<file path="src/rtl/dmwx_pkg.sv">
package dmwx_pkg;

   typedef enum logic [1:0] {
      XL_MATCH   = 2'd0,
      XL_BADADDR = 2'd1,
      XL_FORWARD = 2'd2
   } xl_code_e;

   localparam logic [2:0] PERM_NONE = 3'b000;
   localparam logic [2:0] PERM_RD   = 3'b001;
   localparam logic [2:0] PERM_WR   = 3'b010;
   localparam logic [2:0] PERM_EX   = 3'b100;
   localparam logic [2:0] PERM_ALL  = PERM_RD | PERM_WR | PERM_EX;

   localparam logic [1:0] PRIV_KERN = 2'd0;
   localparam logic [1:0] PRIV_USER = 2'd3;

endpackage

</file>
<file path="src/rtl/dmwx_win_match.sv">
module dmwx_win_match
   import dmwx_pkg::*;
#(
   parameter int ADDR_W      = 64,
   parameter int VALEN       = 48,
   parameter int SEG64_W     = 4,
   parameter int SEG32_W     = 3,
   parameter int PSEG32_LSB  = 25,
   parameter int KERN_EN_BIT = 0,
   parameter int USER_EN_BIT = 3
) (
   input  logic [ADDR_W-1:0] win,
   input  logic [ADDR_W-1:0] va,
   input  logic              mode32,
   input  logic [1:0]        priv,
   output logic              hit,
   output logic [ADDR_W-1:0] pa
);

   localparam int VSEG64_LSB = ADDR_W - SEG64_W;
   localparam int VSEG32_LSB = 32 - SEG32_W;
   localparam logic [ADDR_W-1:0] VA_MASK =
      {{(ADDR_W-VALEN){1'b0}}, {VALEN{1'b1}}};

   logic                priv_ok;
   logic                seg64_eq;
   logic                seg32_eq;
   logic [ADDR_W-1:0]   pa64;
   logic [ADDR_W-1:0]   pa32;

   always_comb begin
      priv_ok = ((priv == PRIV_KERN) && win[KERN_EN_BIT]) ||
                ((priv == PRIV_USER) && win[USER_EN_BIT]);
   end

   always_comb begin
      seg64_eq = (win[VSEG64_LSB +: SEG64_W] == va[VSEG64_LSB +: SEG64_W]);
      seg32_eq = (win[VSEG32_LSB +: SEG32_W] == va[VSEG32_LSB +: SEG32_W]);
   end

   always_comb begin
      pa64 = va & VA_MASK;
      pa32 = {{(ADDR_W-32){1'b0}},
              win[PSEG32_LSB +: SEG32_W],
              va[VSEG32_LSB-1:0]};
   end

   always_comb begin
      hit = priv_ok && (mode32 ? seg32_eq : seg64_eq);
      pa  = mode32 ? pa32 : pa64;
   end

endmodule

</file>
<file path="src/rtl/dmwx_first_hit.sv">
module dmwx_first_hit #(
   parameter int N     = 4,
   parameter int IDX_W = (N > 1) ? $clog2(N) : 1
) (
   input  logic [N-1:0]     hits,
   output logic             any,
   output logic [IDX_W-1:0] idx
);

   always_comb begin
      any = |hits;
      idx = '0;
      for (int i = N - 1; i >= 0; i--) begin
         if (hits[i]) begin
            idx = IDX_W'(i);
         end
      end
   end

endmodule

</file>
<file path="src/rtl/dmwx_canon.sv">
module dmwx_canon #(
   parameter int ADDR_W  = 64,
   parameter int VALEN   = 48,
   parameter int CANON_W = 16
) (
   input  logic [ADDR_W-1:0] va,
   output logic              ok
);

   logic [CANON_W-1:0] ext;

   always_comb begin
      ext = va[VALEN +: CANON_W];
      ok  = (&ext) || (~|ext);
   end

endmodule

</file>
<file path="src/rtl/dmw_xlate.sv">
module dmw_xlate
   import dmwx_pkg::*;
#(
   parameter int ADDR_W      = 64,
   parameter int VALEN       = 48,
   parameter int PALEN       = 48,
   parameter int CANON_W     = 16,
   parameter int NUM_WIN     = 4,
   parameter int SEG64_W     = 4,
   parameter int SEG32_W     = 3,
   parameter int PSEG32_LSB  = 25,
   parameter int KERN_EN_BIT = 0,
   parameter int USER_EN_BIT = 3,
   parameter bit CLEAR_DATA  = 1'b1
) (
   input  logic                           clk,
   input  logic                           rst_n,
   input  logic                           in_valid,
   input  logic [ADDR_W-1:0]              in_va,
   input  logic                           in_da,
   input  logic                           in_pg,
   input  logic [1:0]                     in_priv,
   input  logic                           in_mode32,
   input  logic [NUM_WIN-1:0][ADDR_W-1:0] in_win,
   output logic                           out_valid,
   output logic [1:0]                     out_code,
   output logic [ADDR_W-1:0]              out_pa,
   output logic [2:0]                     out_perm,
   output logic                           out_fwd_req,
   output logic [ADDR_W-1:0]              out_fwd_va
);

   localparam int IDX_W = $clog2(NUM_WIN);
   localparam logic [ADDR_W-1:0] PA_MASK =
      {{(ADDR_W-PALEN){1'b0}}, {PALEN{1'b1}}};

   // elaboration-time parameter checks
   if (NUM_WIN < 2) begin : g_err_nwin
      $error("dmw_xlate: NUM_WIN must be at least 2");
   end
   if (PALEN >= ADDR_W) begin : g_err_palen
      $error("dmw_xlate: PALEN must be below ADDR_W");
   end
   if (VALEN + CANON_W > ADDR_W) begin : g_err_canon
      $error("dmw_xlate: canonical field exceeds the address");
   end
   if (ADDR_W <= 32) begin : g_err_addr
      $error("dmw_xlate: ADDR_W must exceed 32");
   end
   if (PSEG32_LSB + SEG32_W > 32 - SEG32_W) begin : g_err_pseg
      $error("dmw_xlate: physical segment overlaps virtual segment");
   end
   if (KERN_EN_BIT == USER_EN_BIT) begin : g_err_priv
      $error("dmw_xlate: privilege enable bits must differ");
   end

   // effective address
   logic [ADDR_W-1:0] va_eff;

   always_comb begin
      va_eff = in_mode32 ? {{(ADDR_W-32){1'b0}}, in_va[31:0]} : in_va;
   end

   // window bank
   logic [NUM_WIN-1:0]  win_hit;
   logic [ADDR_W-1:0]   win_pa [NUM_WIN];

   for (genvar w = 0; w < NUM_WIN; w++) begin : g_win
      dmwx_win_match #(
         .ADDR_W      (ADDR_W),
         .VALEN       (VALEN),
         .SEG64_W     (SEG64_W),
         .SEG32_W     (SEG32_W),
         .PSEG32_LSB  (PSEG32_LSB),
         .KERN_EN_BIT (KERN_EN_BIT),
         .USER_EN_BIT (USER_EN_BIT)
      ) u_win (
         .win    (in_win[w]),
         .va     (va_eff),
         .mode32 (in_mode32),
         .priv   (in_priv),
         .hit    (win_hit[w]),
         .pa     (win_pa[w])
      );
   end

   logic             any_hit;
   logic [IDX_W-1:0] hit_idx;

   dmwx_first_hit #(
      .N     (NUM_WIN),
      .IDX_W (IDX_W)
   ) u_pick (
      .hits (win_hit),
      .any  (any_hit),
      .idx  (hit_idx)
   );

   logic canon_ok;

   dmwx_canon #(
      .ADDR_W  (ADDR_W),
      .VALEN   (VALEN),
      .CANON_W (CANON_W)
   ) u_canon (
      .va (va_eff),
      .ok (canon_ok)
   );

   // decision
   logic              direct;
   xl_code_e          nxt_code;
   logic [ADDR_W-1:0] nxt_pa;
   logic [2:0]        nxt_perm;
   logic              nxt_fwd;
   logic [ADDR_W-1:0] nxt_fwd_va;

   always_comb begin
      direct     = in_da && !in_pg;
      nxt_code   = XL_FORWARD;
      nxt_pa     = '0;
      nxt_perm   = PERM_NONE;
      nxt_fwd    = 1'b0;
      nxt_fwd_va = '0;
      if (direct) begin
         nxt_code = XL_MATCH;
         nxt_pa   = va_eff & PA_MASK;
         nxt_perm = PERM_ALL;
      end else if (any_hit) begin
         nxt_code = XL_MATCH;
         nxt_pa   = win_pa[hit_idx];
         nxt_perm = PERM_ALL;
      end else if (!canon_ok) begin
         nxt_code = XL_BADADDR;
      end else begin
         nxt_code   = XL_FORWARD;
         nxt_fwd    = 1'b1;
         nxt_fwd_va = va_eff;
      end
   end

   // output stage: control always reset, data optionally
   always_ff @(posedge clk) begin
      if (!rst_n) begin
         out_valid   <= 1'b0;
         out_fwd_req <= 1'b0;
      end else begin
         out_valid   <= in_valid;
         out_fwd_req <= in_valid && nxt_fwd;
      end
   end

   if (CLEAR_DATA) begin : g_data_rst
      always_ff @(posedge clk) begin
         if (!rst_n) begin
            out_code   <= XL_MATCH;
            out_pa     <= '0;
            out_perm   <= PERM_NONE;
            out_fwd_va <= '0;
         end else if (in_valid) begin
            out_code   <= nxt_code;
            out_pa     <= nxt_pa;
            out_perm   <= nxt_perm;
            out_fwd_va <= nxt_fwd_va;
         end
      end
   end else begin : g_data_norst
      always_ff @(posedge clk) begin
         if (in_valid) begin
            out_code   <= nxt_code;
            out_pa     <= nxt_pa;
            out_perm   <= nxt_perm;
            out_fwd_va <= nxt_fwd_va;
         end
      end
   end

endmodule

</file>
<file path="config.mk">
export PLATFORM = sky130hd
export DESIGN_NAME = dmw_xlate
export DESIGN_NICKNAME = d
export VERILOG_FILES = /design/src/rtl/dmwx_pkg.sv /design/src/rtl/dmwx_win_match.sv /design/src/rtl/dmwx_first_hit.sv /design/src/rtl/dmwx_canon.sv /design/src/rtl/dmw_xlate.sv
export SDC_FILE = /design/constraint.sdc
export NUM_CORES = 1
export LEC_CHECK = 0
export ABC_AREA = 1
export CORE_AREA = 2 2 180 182
export CTS_CLUSTER_DIAMETER = 40
export DETAILED_ROUTE_END_ITERATION = 16
export DIE_AREA = 0 0 182 184
export GPL_TIMING_DRIVEN = 0
export MAX_ROUTING_LAYER = met4
export PLACE_DENSITY = 0.5
export RECOVER_POWER = 100
export SYNTH_ARGS = -nofsm -noshare
export SYNTH_HDL_FRONTEND = slang
export SYNTH_SLANG_ARGS = --single-unit
</file>
<file path="constraint.sdc">
create_clock -name clk -period 3 [get_ports clk]
set_clock_uncertainty 0.2 [all_clocks]
set_input_delay 0.6 -clock clk [delete_from_list [all_inputs] [get_ports clk]]
set_output_delay 0.6 -clock clk [all_outputs]
set_load 0.05 [all_outputs]
</file>
After elaboration in Yosys (flattened, before gate mapping):

Cells that the tools add are included.
Widths: inputs -> output; s select.

* order comparisons: 1
* equality and inequality tests: 9
* mux-type cells: 29
* bitwise gates (word level): 1
* reductions and logical operators: 25

Operator list (number)
* $mux 64: 8
* $mux 48: 4
* $bmux 64 s2: 1
* $eq 4x4->1: 4
* $reduce_and 16->1: 1
* $reduce_or 16->1: 1
* $logic_and 1x1->1: 14
* $mux 2: 7
* $eq 3x3->1: 4
* $mux 1: 7
* $mux 3: 2
* $logic_or 1x1->1: 5
* $reduce_or 4->1: 1
* $ge 3x3->1 const B: 1
* $not 2->3: 1
* $eq 2x2->1 const B: 1
* $logic_not 1->1: 2
* $logic_not 2->1: 1

* register bits: 135
* input bits: 328
* output and inout bits: 135
* logic and storage cells: 71

Longest topological paths before layout:

Gate-level depths: netlist of the first run.

* depth after elaboration: 14
* depth in mapped cells: 16
* mapped depth without buffers: 16

By module:

Synthesis of the first run repeated with hierarchy kept, for this count alone.

* cell total of the unflattened synthesis: 1966
* area total of the unflattened synthesis: 10776.6 um^2

Modules (own cells, without submodules)
* dmw_xlate: instances 1, cells an instance 1426, area an instance 7983.9 um^2, sequential area each 2662.6 um^2
* dmwx_win_match: instances 4, cells an instance 124, area an instance 653.1 um^2, sequential area each 0.0 um^2
* dmwx_canon: instances 1, cells an instance 35, area an instance 133.9 um^2, sequential area each 0.0 um^2
* dmwx_first_hit: instances 1, cells an instance 9, area an instance 46.3 um^2, sequential area each 0.0 um^2

Worst setup path before layout of the first run:

No wires, ideal clock.

* path type: in2reg
* start point: input in_mode32
* end point: register out_fwd_va[38]
* setup time: 67 ps
* arrival time: 2051 ps
* required time: 2733 ps
* setup slack: 682 ps
* stages: 14
* buffers on the path: 3
* path through: inv_4 buf_6 nand3b_1 nand2_1 nor2_1 nand2_1 nand2_1 nand2_1 nand2_1 nor3_4 nand2_2 buf_6 buf_6 o21ai_2

* word-level cells in the longest chain between the ends: 7
* elaborated cells on any way between the ends: 21
* those cells by class: 4 x eq/ne; 8 x mux; 9 x reduce/logical

Ends and longest elaborated chain
* start: declaration: line dmw_xlate.sv:23 `input logic in_mode32,`
* $mux 64: line dmw_xlate.sv:61 `va_eff = in_mode32 ? {{(ADDR_W-32){1'b0}}, in_va[31:0]} : in_va;`
* $eq 4x4->1 / $reduce_or 16->1 (equally long branches): line dmwx_win_match.sv:37, dmwx_canon.sv:14
* $mux 1 / $logic_not 1->1 (equally long branches): line dmwx_win_match.sv:49, dmwx_canon.sv:14
* $logic_and 1x1->1 / $logic_or 1x1->1 (equally long branches): line dmwx_win_match.sv:49, dmwx_canon.sv:14
* $reduce_or 4->1 / $mux 64 (equally long branches): line dmwx_first_hit.sv:11, dmw_xlate.sv:133
* $mux 64 (*): line dmw_xlate.sv:129 `end else if (any_hit) begin`
* $mux 64 (*): line dmw_xlate.sv:125 `if (direct) begin`
* end signal: assignment: line dmw_xlate.sv:164 `out_fwd_va <= nxt_fwd_va;`
* end: declaration: line dmw_xlate.sv:30 `output logic [ADDR_W-1:0] out_fwd_va`

Every way passes the cells marked *; elsewhere a longest branch is shown, timed or not.
A chain may end at the register's enable or synchronous reset.

Worst setup path after layout of the first run:

* start point: input in_priv[1]
* end point: register out_pa[20]

* word-level cells in the longest chain between the ends: 14
* elaborated cells on any way between the ends: 29
* those cells by class: 1 x eq/ne; 9 x mux; 1 x bitwise; 18 x reduce/logical

Ends and longest elaborated chain
* start: declaration: line dmw_xlate.sv:22 `input logic [1:0] in_priv,`
* $eq 2x2->1 / $logic_not 2->1 (equally long branches): line dmwx_win_match.sv:33, dmwx_win_match.sv:32
* $logic_and 1x1->1 (on tied branches): line dmwx_win_match.sv:33, dmwx_win_match.sv:32
* $logic_or 1x1->1: line dmwx_win_match.sv:32 `priv_ok = ((priv == PRIV_KERN) && win[KERN_EN_BIT]) ||`
* $logic_and 1x1->1: line dmwx_win_match.sv:49 `hit = priv_ok && (mode32 ? seg32_eq : seg64_eq);`
* $mux 2 (4 in series): line dmwx_first_hit.sv:14 `if (hits[i]) begin`
* $not 2->3 (not written as such): line dmw_xlate.sv:131 `nxt_pa = win_pa[hit_idx];`
* $bmux 64 s2: line dmw_xlate.sv:131
* $mux 64 (not written as such) (2 in series): line dmw_xlate.sv:131
* $mux 64 (*): line dmw_xlate.sv:129
* $mux 64 (*): line dmw_xlate.sv:125
* end signal: assignment: line dmw_xlate.sv:162 `out_pa <= nxt_pa;`
* end: declaration: line dmw_xlate.sv:27 `output logic [ADDR_W-1:0] out_pa,`

Every way passes the cells marked *; elsewhere a longest branch is shown, timed or not. The select of a mux whose other input is x is not followed.

==> metrics.txt, run 1 <==
# TYPE chip_impl_metric gauge
chip_impl_info{name="cts_tree",value="built"} 1
chip_impl_metric{name="worst-endpoint-required",unit="ns"} 3.13
chip_impl_metric{name="drt.antenna.violating_nets",unit=""} 0
chip_impl_metric{name="placeableCoreArea",unit="sq um"} 31400
chip_impl_metric{name="placement.io_buffers",unit=""} 235
chip_impl_metric{name="summed_negative_setup_slack_over_all_endpoints",unit="ns"} 0
chip_impl_metric{name="grt_pass1_vias",unit=""} 5034
chip_impl_metric{name="netlist_instances",unit=""} 641
chip_impl_metric{name="place_ws",unit="ns"} -0.590
chip_impl_info{name="crit_path_end_kind",value="register"} 1
chip_impl_metric{name="number_of_buffers_added_by_the_clock_tree_synthesis_step",unit=""} 17
chip_impl_metric{name="cp_max_fo",unit=""} 10
chip_impl_metric{name="grt_max_degree",unit=""} 17
chip_impl_metric{name="area_delta_synth_final",unit="%"} 71.9
chip_impl_metric{name="postSynth.asyncResetShare",unit="%"} 0
chip_impl_metric{name="placed_cells_incl_taps",unit=""} 1293
chip_impl_metric{name="total_number_of_nets_in_the_final_design",unit=""} 1240
chip_impl_metric{name="cts_clk_pin_slew_worst_paths",unit="ns"} 0.06
chip_impl_metric{name="max_cap_violations",unit=""} 0
chip_impl_metric{name="syn_area_per_cell",unit="sq um"} 7.60
chip_impl_metric{name="htree_num_levels",unit=""} 4
chip_impl_metric{name="multiInputGateArea",unit="sq um"} 2030
chip_impl_metric{name="synth_sequential_area_ratio",unit="%"} 48.1
chip_impl_metric{name="post_synth_instance_area",unit="sq um"} 4870
chip_impl_info{name="critPathTopFamily",value="simple AND/OR/NAND/NOR gates"} 1
chip_impl_metric{name="report.final.slew_viol_count",unit=""} 0
chip_impl_info{name="cts_root_buf",value="sky130_fd_sc_hd__clkbuf_16"} 1
chip_impl_metric{name="fillers",unit=""} 3500
chip_impl_info{name="path_common_cell",value="sky130_fd_sc_hd__nand2_1"} 1
chip_impl_metric{name="post-route-drc-count",unit=""} 0
chip_impl_metric{name="period_needed",unit="ns"} 2.77
chip_impl_metric{name="synth-warning-count",unit=""} 0
chip_impl_metric{name="fp.dieW",unit="microns"} 182
chip_impl_metric{name="timing_worst_slew_pin_value",unit="ns"} 0.735
chip_impl_info{name="outcome",value="finished, final reports clean"} 1
chip_impl_info{name="worst_setup_path_category",value="primary input to register"} 1
chip_impl_metric{name="finish.cell_count_without_fillers",unit=""} 1327
chip_impl_metric{name="total_leakage_power",unit="nW"} 3.84
chip_impl_metric{name="bufs_on_longest_clock_path",unit=""} 2
chip_impl_metric{name="detailedRoute.firstPassIterationCount",unit=""} 4
chip_impl_info{name="cp_cell_sequence",value="clkdlybuf4s50_1 -> nor2_1 -> nand2_1 -> nand2_1 -> a21boi_0 -> nand2_1 -> nand2_1 -> nor3_4 -> buf_4 -> or2_1 -> clkbuf_4 -> o21ai_0"} 1
chip_impl_metric{name="setup-violations-final",unit=""} 0
chip_impl_metric{name="cp_slowest_stage_delay",unit="ns"} 0.49
chip_impl_metric{name="fin_hold_ws",unit="ns"} 0.248
chip_impl_metric{name="gp_congestion",unit=""} 0.796
chip_impl_metric{name="top_level_ports",unit=""} 463
chip_impl_metric{name="fmaxAchievable",unit="MHz"} 361
chip_impl_metric{name="synth_cell_type_count",unit=""} 32
chip_impl_metric{name="antenna_found_initial",unit=""} 0
chip_impl_metric{name="grt_overflow",unit=""} 0
chip_impl_info{name="slowest_stage",value="sky130_fd_sc_hd__clkdlybuf4s50_1"} 1
chip_impl_metric{name="dp_hpwl",unit="microns"} 15300
chip_impl_metric{name="drt-initial-drc-count",unit=""} 143
chip_impl_metric{name="timing.slew.headroom",unit="%"} 51.0
chip_impl_metric{name="floorplan.die_area",unit="sq um"} 33500
chip_impl_metric{name="insertion_delay",unit="ns"} 0.41
chip_impl_metric{name="routed_via_count",unit=""} 4993
chip_impl_metric{name="synth-seq-cells",unit=""} 117
chip_impl_metric{name="report.final.hold_viol_count",unit=""} 0
chip_impl_metric{name="seq_area",unit="sq um"} 2340
chip_impl_metric{name="post_route_cells_drive_above_1_share",unit="%"} 9.19
chip_impl_metric{name="vias_per_cell",unit=""} 3.76
chip_impl_metric{name="crit_arrival",unit="ns"} 2.90
chip_impl_metric{name="final.period_utilization",unit="%"} 92.4
chip_impl_info{name="timing.hold.worst.class",value="register to register"} 1
chip_impl_metric{name="post_drt_wl_per_cell",unit="microns"} 14.6
chip_impl_metric{name="postLayoutCoreUtil",unit="%"} 26.7
chip_impl_metric{name="timing.final.ws_setup",unit="ns"} 0.227
chip_impl_metric{name="worstPathBufferInverterCount",unit=""} 3
chip_impl_metric{name="p_per_area",unit="nW/um^2"} 521
chip_impl_metric{name="detail_route.wirelength",unit="microns"} 19300
chip_impl_metric{name="synth_edf_count",unit=""} 0
chip_impl_metric{name="irDropWorstVdd",unit="mV"} 0.277
chip_impl_info{name="ys.flop_type",value="sky130_fd_sc_hd__dfxtp_1"} 1
chip_impl_metric{name="start_util",unit="%"} 15.5
chip_impl_metric{name="placement_rows",unit=""} 65
chip_impl_metric{name="die_y",unit="microns"} 184
chip_impl_info{name="critical_path.startpoint_type",value="primary input"} 1
chip_impl_info{name="setup_repair_after_global_routing_missed_its_margin",value="no"} 1
chip_impl_metric{name="diodes",unit=""} 0
chip_impl_metric{name="grt_first_pass_wirelength",unit="microns"} 29100
chip_impl_metric{name="globalRouteTotalUtil",unit="%"} 12.0
chip_impl_metric{name="cts_num_sinks",unit=""} 117
[what timing repair did]
| action | CTS | global route |
|---|---|---|
| pin swaps | 1 | 0 |
| gates resized for setup | 2 | 6 |
| setup buffers | 2 | 0 |
| setup endpoints to repair | 59 | 17 |
| endpoints found under the hold margin | 0 | 0 |
| gates cloned | 0 | 0 |
| hold buffers | 0 | 0 |
[placed cells by master (no fill, tap or decap), drive strengths merged]
master         synthesis  final
a21boi                 1      1
buf                   33     28
o211ai                 1      1
or2                    1      1
nand3b                 4      4
xnor2                 16     16
bufinv                 0      2
a41oi                  2      2
clkinv                 0      6
xor2                   2      2
dfxtp                117    117
dlygate4sd3            0    119
inv                   61     67
o41ai                  1      1
conb                   1     16
o31ai                 15     15
nand3                 28     28
nand4                  4      4
nor2                  25     25
o21ai                 92     92
a22oi                  2      2
clkbuf                16     40
a21oi                  3      3
clkdlybuf4s50          0    116
nor4                   1      1
clkinvlp               0      1
nor3                   2      2
nand2                213    213
[worst paths after layout]
check	from	to	slack, ns	depth (start not counted)
worst min register to register	out_fwd_va[60]	out_fwd_va[60]	0.25	2
worst max-delay path	in_priv[1]	out_pa[20]	0.23	12
worst max register to register	out_perm[1]	out_perm[1]	2.11	2
worst min-delay path	out_fwd_va[60]	out_fwd_va[60]	0.25	2
[area by class of cell]
class	count	share of cell area, %
buffer	49	3.60
multi-input combinational	429	24.2
clock inverter	15	2.03
clock buffer	17	5.08
timing repair buffer	237	28.3
tap	402	6.01
inverter	61	2.77
sequential	117	28.0
[metal layers]
metal | GRT usage [%] | vias up | routed length, microns
met4 | 3.10 | 0 | 139
met1 | 15.0 | 2197 | 9060
met5 | - | - | 0
met3 | 4.16 | 8 | 1840
li1 | - | 2565 | -
met2 | 18.5 | 223 | 8270
[cell families after synthesis]
group	after synthesis	share of synthesized area, %
buf+inv	110	10.8
other cells	1	0.0770
compound gates	117	14.0
simple gates	278	23.8
xor+xnor	18	3.24
flops	117	48.1
[synthesized netlist by cell type, drive strengths merged, types with 3 or more instances]
cell    instances  area share [%]
a21oi           3            0.31
buf            33             4.8
clkbuf         16             1.2
dfxtp         117              48
inv            61             4.8
nand2         213              17
nand3          28             2.9
nand3b          4            0.62
nand4           4            0.51
nor2           25             1.9
o21ai          92              10
o31ai          15             2.3
xnor2          16             2.9
[sequential cells by signal (all words and copies together), names as in the netlist]
register and cells:
out_pa 48, out_fwd_req 1, out_fwd_va 64, out_perm 1, out_valid 1, out_code 2
[power breakdown]
part           switching, mW  internal, mW
clock network          0.827          1.25
logic                  0.405         0.277
registers             0.0173          1.59
[worst min-delay path: cells and delay by family (launching register included)]
family	cells	cell delay, ns
flops	1	0.30
simple gates	2	0.11
[per-stage QoR]
step                      instance area [sq um]  power (mW)
after global placement                     7780        2.34
final                                      8370        4.36
after global routing                       8370        4.57
after floorplan                            4930        2.02
after CTS                                  8390        4.46
after detailed placement                   7780        2.34
No activity file was read; power rests on OpenSTA's default activity.
==> inputs of run 2 (changes only) <==
Settings changed: CELL_PAD_IN_SITES_DETAIL_PLACEMENT set to 0, CELL_PAD_IN_SITES_GLOBAL_PLACEMENT set to 1, CORE_AREA 2 2 180 182 to not set, CORE_MARGIN set to 2, CORE_UTILIZATION set to 28, DIE_AREA 0 0 182 184 to not set, GPL_TIMING_DRIVEN 0 to not set, PLACE_DENSITY 0.5 to 0.85, SYNTH_HIERARCHICAL set to 1.
==> metrics.txt, run 2 <==
# TYPE chip_impl_metric gauge
chip_impl_info{name="outcome",value="finished, final reports clean"} 1
chip_impl_metric{name="placedInstanceArea",unit="sq um"} 13000
chip_impl_metric{name="p_per_area",unit="nW/um^2"} 385
chip_impl_info{name="layout.cells.most_common",value="sky130_fd_sc_hd__nand2_1"} 1
chip_impl_info{name="worstHoldEndpoint",value="out_fwd_va[19]"} 1
chip_impl_metric{name="area_delta_synth_final",unit="%"} 32.4
chip_impl_info{name="worst_setup_path_category",value="primary input to register"} 1
chip_impl_metric{name="total_number_of_nets_in_the_final_design",unit=""} 2447
chip_impl_metric{name="final.period_utilization",unit="%"} 95.4
chip_impl_metric{name="fp.dieW",unit="microns"} 200
chip_impl_metric{name="stdcell_area",unit="sq um"} 14300
chip_impl_metric{name="floorplan.die_area",unit="sq um"} 40100
chip_impl_metric{name="grt_max_degree",unit=""} 83
chip_impl_info{name="timing.hold.worst.class",value="register to register"} 1
chip_impl_metric{name="cp_slowest_stage_delay",unit="ns"} 0.45
chip_impl_metric{name="routed_via_count",unit=""} 11100
chip_impl_metric{name="number_of_buffers_added_by_the_clock_tree_synthesis_step",unit=""} 17
chip_impl_metric{name="total_leakage_power",unit="nW"} 7.90
chip_impl_metric{name="synth_top_area_share",unit="%"} 25.8
chip_impl_metric{name="timing.reg2reg.setup_slack",unit="ns"} 2.06
chip_impl_info{name="critPathTopFamily",value="buffers and inverters"} 1
chip_impl_metric{name="placed_cells_incl_taps",unit=""} 2581
chip_impl_info{name="path_common_cell",value="sky130_fd_sc_hd__nand2_1"} 1
chip_impl_metric{name="synth_sequential_area_ratio",unit="%"} 24.7
chip_impl_metric{name="post_drt_wl_per_cell",unit="microns"} 13.9
chip_impl_metric{name="synth_cell_type_count",unit=""} 25
chip_impl_metric{name="antenna_found_initial",unit=""} 0
chip_impl_info{name="critical_path.startpoint_type",value="primary input"} 1
chip_impl_metric{name="worst-endpoint-required",unit="ns"} 3.13
chip_impl_info{name="crit-reg2reg-launch",value="out_pa[35]"} 1
chip_impl_info{name="min-delay-start",value="out_fwd_va[19]"} 1
chip_impl_metric{name="grt_first_pass_wirelength",unit="microns"} 54900
chip_impl_metric{name="detailedRoute.firstPassIterationCount",unit=""} 5
chip_impl_metric{name="start_util",unit="%"} 28.5
chip_impl_metric{name="dp_hpwl",unit="microns"} 23400
chip_impl_metric{name="report.final.hold_viol_count",unit=""} 0
chip_impl_metric{name="fmaxAchievable",unit="MHz"} 349
chip_impl_metric{name="setup-violations-final",unit=""} 0
chip_impl_metric{name="irDropWorstVdd",unit="mV"} 0.395
chip_impl_metric{name="max_cap_violations",unit=""} 0
chip_impl_info{name="cts_tree",value="built"} 1
chip_impl_metric{name="drt-initial-drc-count",unit=""} 582
chip_impl_metric{name="globalRouteTotalUtil",unit="%"} 17.5
chip_impl_metric{name="cp_max_fo",unit=""} 7
chip_impl_metric{name="synth-warning-count",unit=""} 6
chip_impl_metric{name="gp_congestion",unit=""} 0.811
chip_impl_metric{name="crit_arrival",unit="ns"} 2.99
chip_impl_info{name="slowest_stage",value="sky130_fd_sc_hd__clkdlybuf4s50_1"} 1
chip_impl_metric{name="cts_clk_pin_slew_worst_paths",unit="ns"} 0.07
chip_impl_metric{name="die_y",unit="microns"} 200
chip_impl_info{name="cp_cell_sequence",value="clkdlybuf4s50_1 -> inv_1 -> nor2_2 -> buf_6 -> buf_4 -> nand2_1 -> nand2_1 -> nor2_1 -> nand3_1 -> a21oi_2 -> inv_2 -> buf_4 -> nand2_2 -> a21oi_4 -> buf_6 -> buf_8 -> clkbuf_16 -> nand2_1 -> nand3_1 -> nand2_1 -> nand2_1 -> a21oi_1"} 1
chip_impl_metric{name="grt_overflow",unit=""} 0
chip_impl_metric{name="htree_num_levels",unit=""} 4
chip_impl_info{name="cts_root_buf",value="sky130_fd_sc_hd__clkbuf_16"} 1
chip_impl_metric{name="multiInputGateArea",unit="sq um"} 5160
chip_impl_metric{name="fillers",unit=""} 4059
chip_impl_metric{name="synth_edf_count",unit=""} 0
chip_impl_metric{name="holdBufCountCts",unit=""} 0
chip_impl_metric{name="cts_num_sinks",unit=""} 133
chip_impl_metric{name="period_needed",unit="ns"} 2.86
chip_impl_info{name="ys.flop_type",value="sky130_fd_sc_hd__dfxtp_1"} 1
chip_impl_info{name="crit_path_end_kind",value="register"} 1
chip_impl_metric{name="syn_area_per_cell",unit="sq um"} 5.48
chip_impl_metric{name="top_level_ports",unit=""} 463
chip_impl_metric{name="bufs_on_longest_clock_path",unit=""} 2
chip_impl_metric{name="diodes",unit=""} 0
chip_impl_metric{name="post-route-drc-count",unit=""} 0
chip_impl_metric{name="detail_route.wirelength",unit="microns"} 36800
chip_impl_info{name="yosysMostFrequentCell",value="sky130_fd_sc_hd__nand2_1"} 1
chip_impl_metric{name="fin_hold_ws",unit="ns"} 0.247
chip_impl_metric{name="timing.slew.headroom",unit="%"} 55.9
chip_impl_metric{name="seq_area",unit="sq um"} 2660
chip_impl_info{name="synth_largest_area_cell",value="sky130_fd_sc_hd__nand2_1"} 1
chip_impl_metric{name="postSynth.asyncResetShare",unit="%"} 0
chip_impl_info{name="post_synth_main_area_contributors",value="sky130_fd_sc_hd__nand2_1 (26%), sky130_fd_sc_hd__dfxtp_1 (25%), sky130_fd_sc_hd__buf_4 (13%), sky130_fd_sc_hd__inv_1 (13%), sky130_fd_sc_hd__nand3_1 (7.1%)"} 1
chip_impl_metric{name="placement_rows",unit=""} 71
chip_impl_metric{name="drt.antenna.violating_nets",unit=""} 0
chip_impl_metric{name="insertion_delay",unit="ns"} 0.44
chip_impl_info{name="layout_top_registers",value="out_fwd_va x64, out_pa x64, out_code x2"} 1
chip_impl_metric{name="netlist_instances",unit=""} 1966
chip_impl_metric{name="post_route_cells_drive_above_1_share",unit="%"} 7.32
chip_impl_metric{name="worstPathBufferInverterCount",unit=""} 9
chip_impl_metric{name="report.final.slew_viol_count",unit=""} 0
chip_impl_metric{name="report.power.total",unit="mW"} 5.50
chip_impl_metric{name="vias_per_cell",unit=""} 4.19
chip_impl_info{name="rr_endpoint",value="out_pa[35]"} 1
chip_impl_metric{name="timing_worst_slew_pin_value",unit="ns"} 0.660
chip_impl_info{name="post_synth_most_frequent_cells",value="sky130_fd_sc_hd__nand2_1 (742), sky130_fd_sc_hd__inv_1 (379), sky130_fd_sc_hd__buf_4 (192)"} 1
chip_impl_metric{name="synth-seq-cells",unit=""} 133
chip_impl_metric{name="number_of_cells_traversed_by_the_worst_register_to_register_path",unit=""} 2
chip_impl_metric{name="summed_negative_setup_slack_over_all_endpoints",unit="ns"} 0
chip_impl_info{name="most-common-layout-cells",value="sky130_fd_sc_hd__nand2_1 (739), sky130_fd_sc_hd__inv_1 (377), sky130_fd_sc_hd__nand3_1 (148), sky130_fd_sc_hd__dlygate4sd3_1 (135), sky130_fd_sc_hd__dfxtp_1 (133)"} 1
chip_impl_metric{name="min_delay_path_depth",unit=""} 2
chip_impl_metric{name="finish.cell_count_without_fillers",unit=""} 2643
chip_impl_metric{name="placeableCoreArea",unit="sq um"} 37800
chip_impl_metric{name="placement.io_buffers",unit=""} 254
chip_impl_metric{name="grt_pass1_vias",unit=""} 10600
chip_impl_metric{name="post_synth_instance_area",unit="sq um"} 10800
-- run 2: cells by family after synthesis --
group	count (synthesis)	synth area share [%]
simple gates	1022	37.7
buf+inv	658	30.2
compound gates	145	6.87
flops	133	24.7
xor+xnor	4	0.325
other cells	4	0.139
-- run 2: power breakdown --
part	internal [mW]	switching [mW]
clock network	1.33	0.951
logic	0.543	0.832
registers	1.81	0.0243
total	3.69	1.81
-- run 2: layer usage --
metal  wire length, microns  GRT usage [%]  up-vias
li1                       -              -     5832
met1                  17500           21.9     4963
met2                  16600           28.1      258
met3                   2190           4.17       24
met4                    514           5.01        0
met5                      0              -        -
-- run 2: how the worst max path moves through the flow --
stage,start,to,slack [ns],cells after the start
global placement,in_va[60],out_pa[29],-0.33,18
CTS,in_va[60],out_pa[30],0.13,18
floorplan,in_mode32,out_pa[4],0.04,20
global route,in_va[60],out_pa[43],-0.04,20
detailed placement,in_va[60],out_pa[30],-0.34,18
finish,in_va[60],out_pa[30],0.14,22
-- run 2: cell type report --
class	instances	share of cell area [%]
repair buffers	349	26.3
clock inverters	14	1.32
multi-input cells	1235	36.1
inverters	383	10.1
well taps	511	4.48
flip-flops and latches	133	18.7
clock buffers	18	3.01
-- run 2: stage by stage --
| stage | util [%] | setup WS [ns] |
|---|---|---|
| finish | 37.8 | 0.138 |
| global placement | 34.6 | -0.333 |
| detailed placement | 34.6 | -0.341 |
| CTS | 36.2 | 0.129 |
| global route | 37.8 | -0.0435 |
| floorplan | - | 0.0420 |
-- run 2: tightest hold or removal path: stages (launching register included) --
cell and delay, ns:
sky130_fd_sc_hd__dfxtp_1 0.31, sky130_fd_sc_hd__nand2_1 0.06, sky130_fd_sc_hd__nand2_1 0.04
-- run 2: timing repair --
item | in CTS | in global routing
buffers inserted | 0 | 13
endpoints found under the setup margin | 0 | 94
endpoints found under the hold margin | 0 | 0
resized for setup | 0 | 33
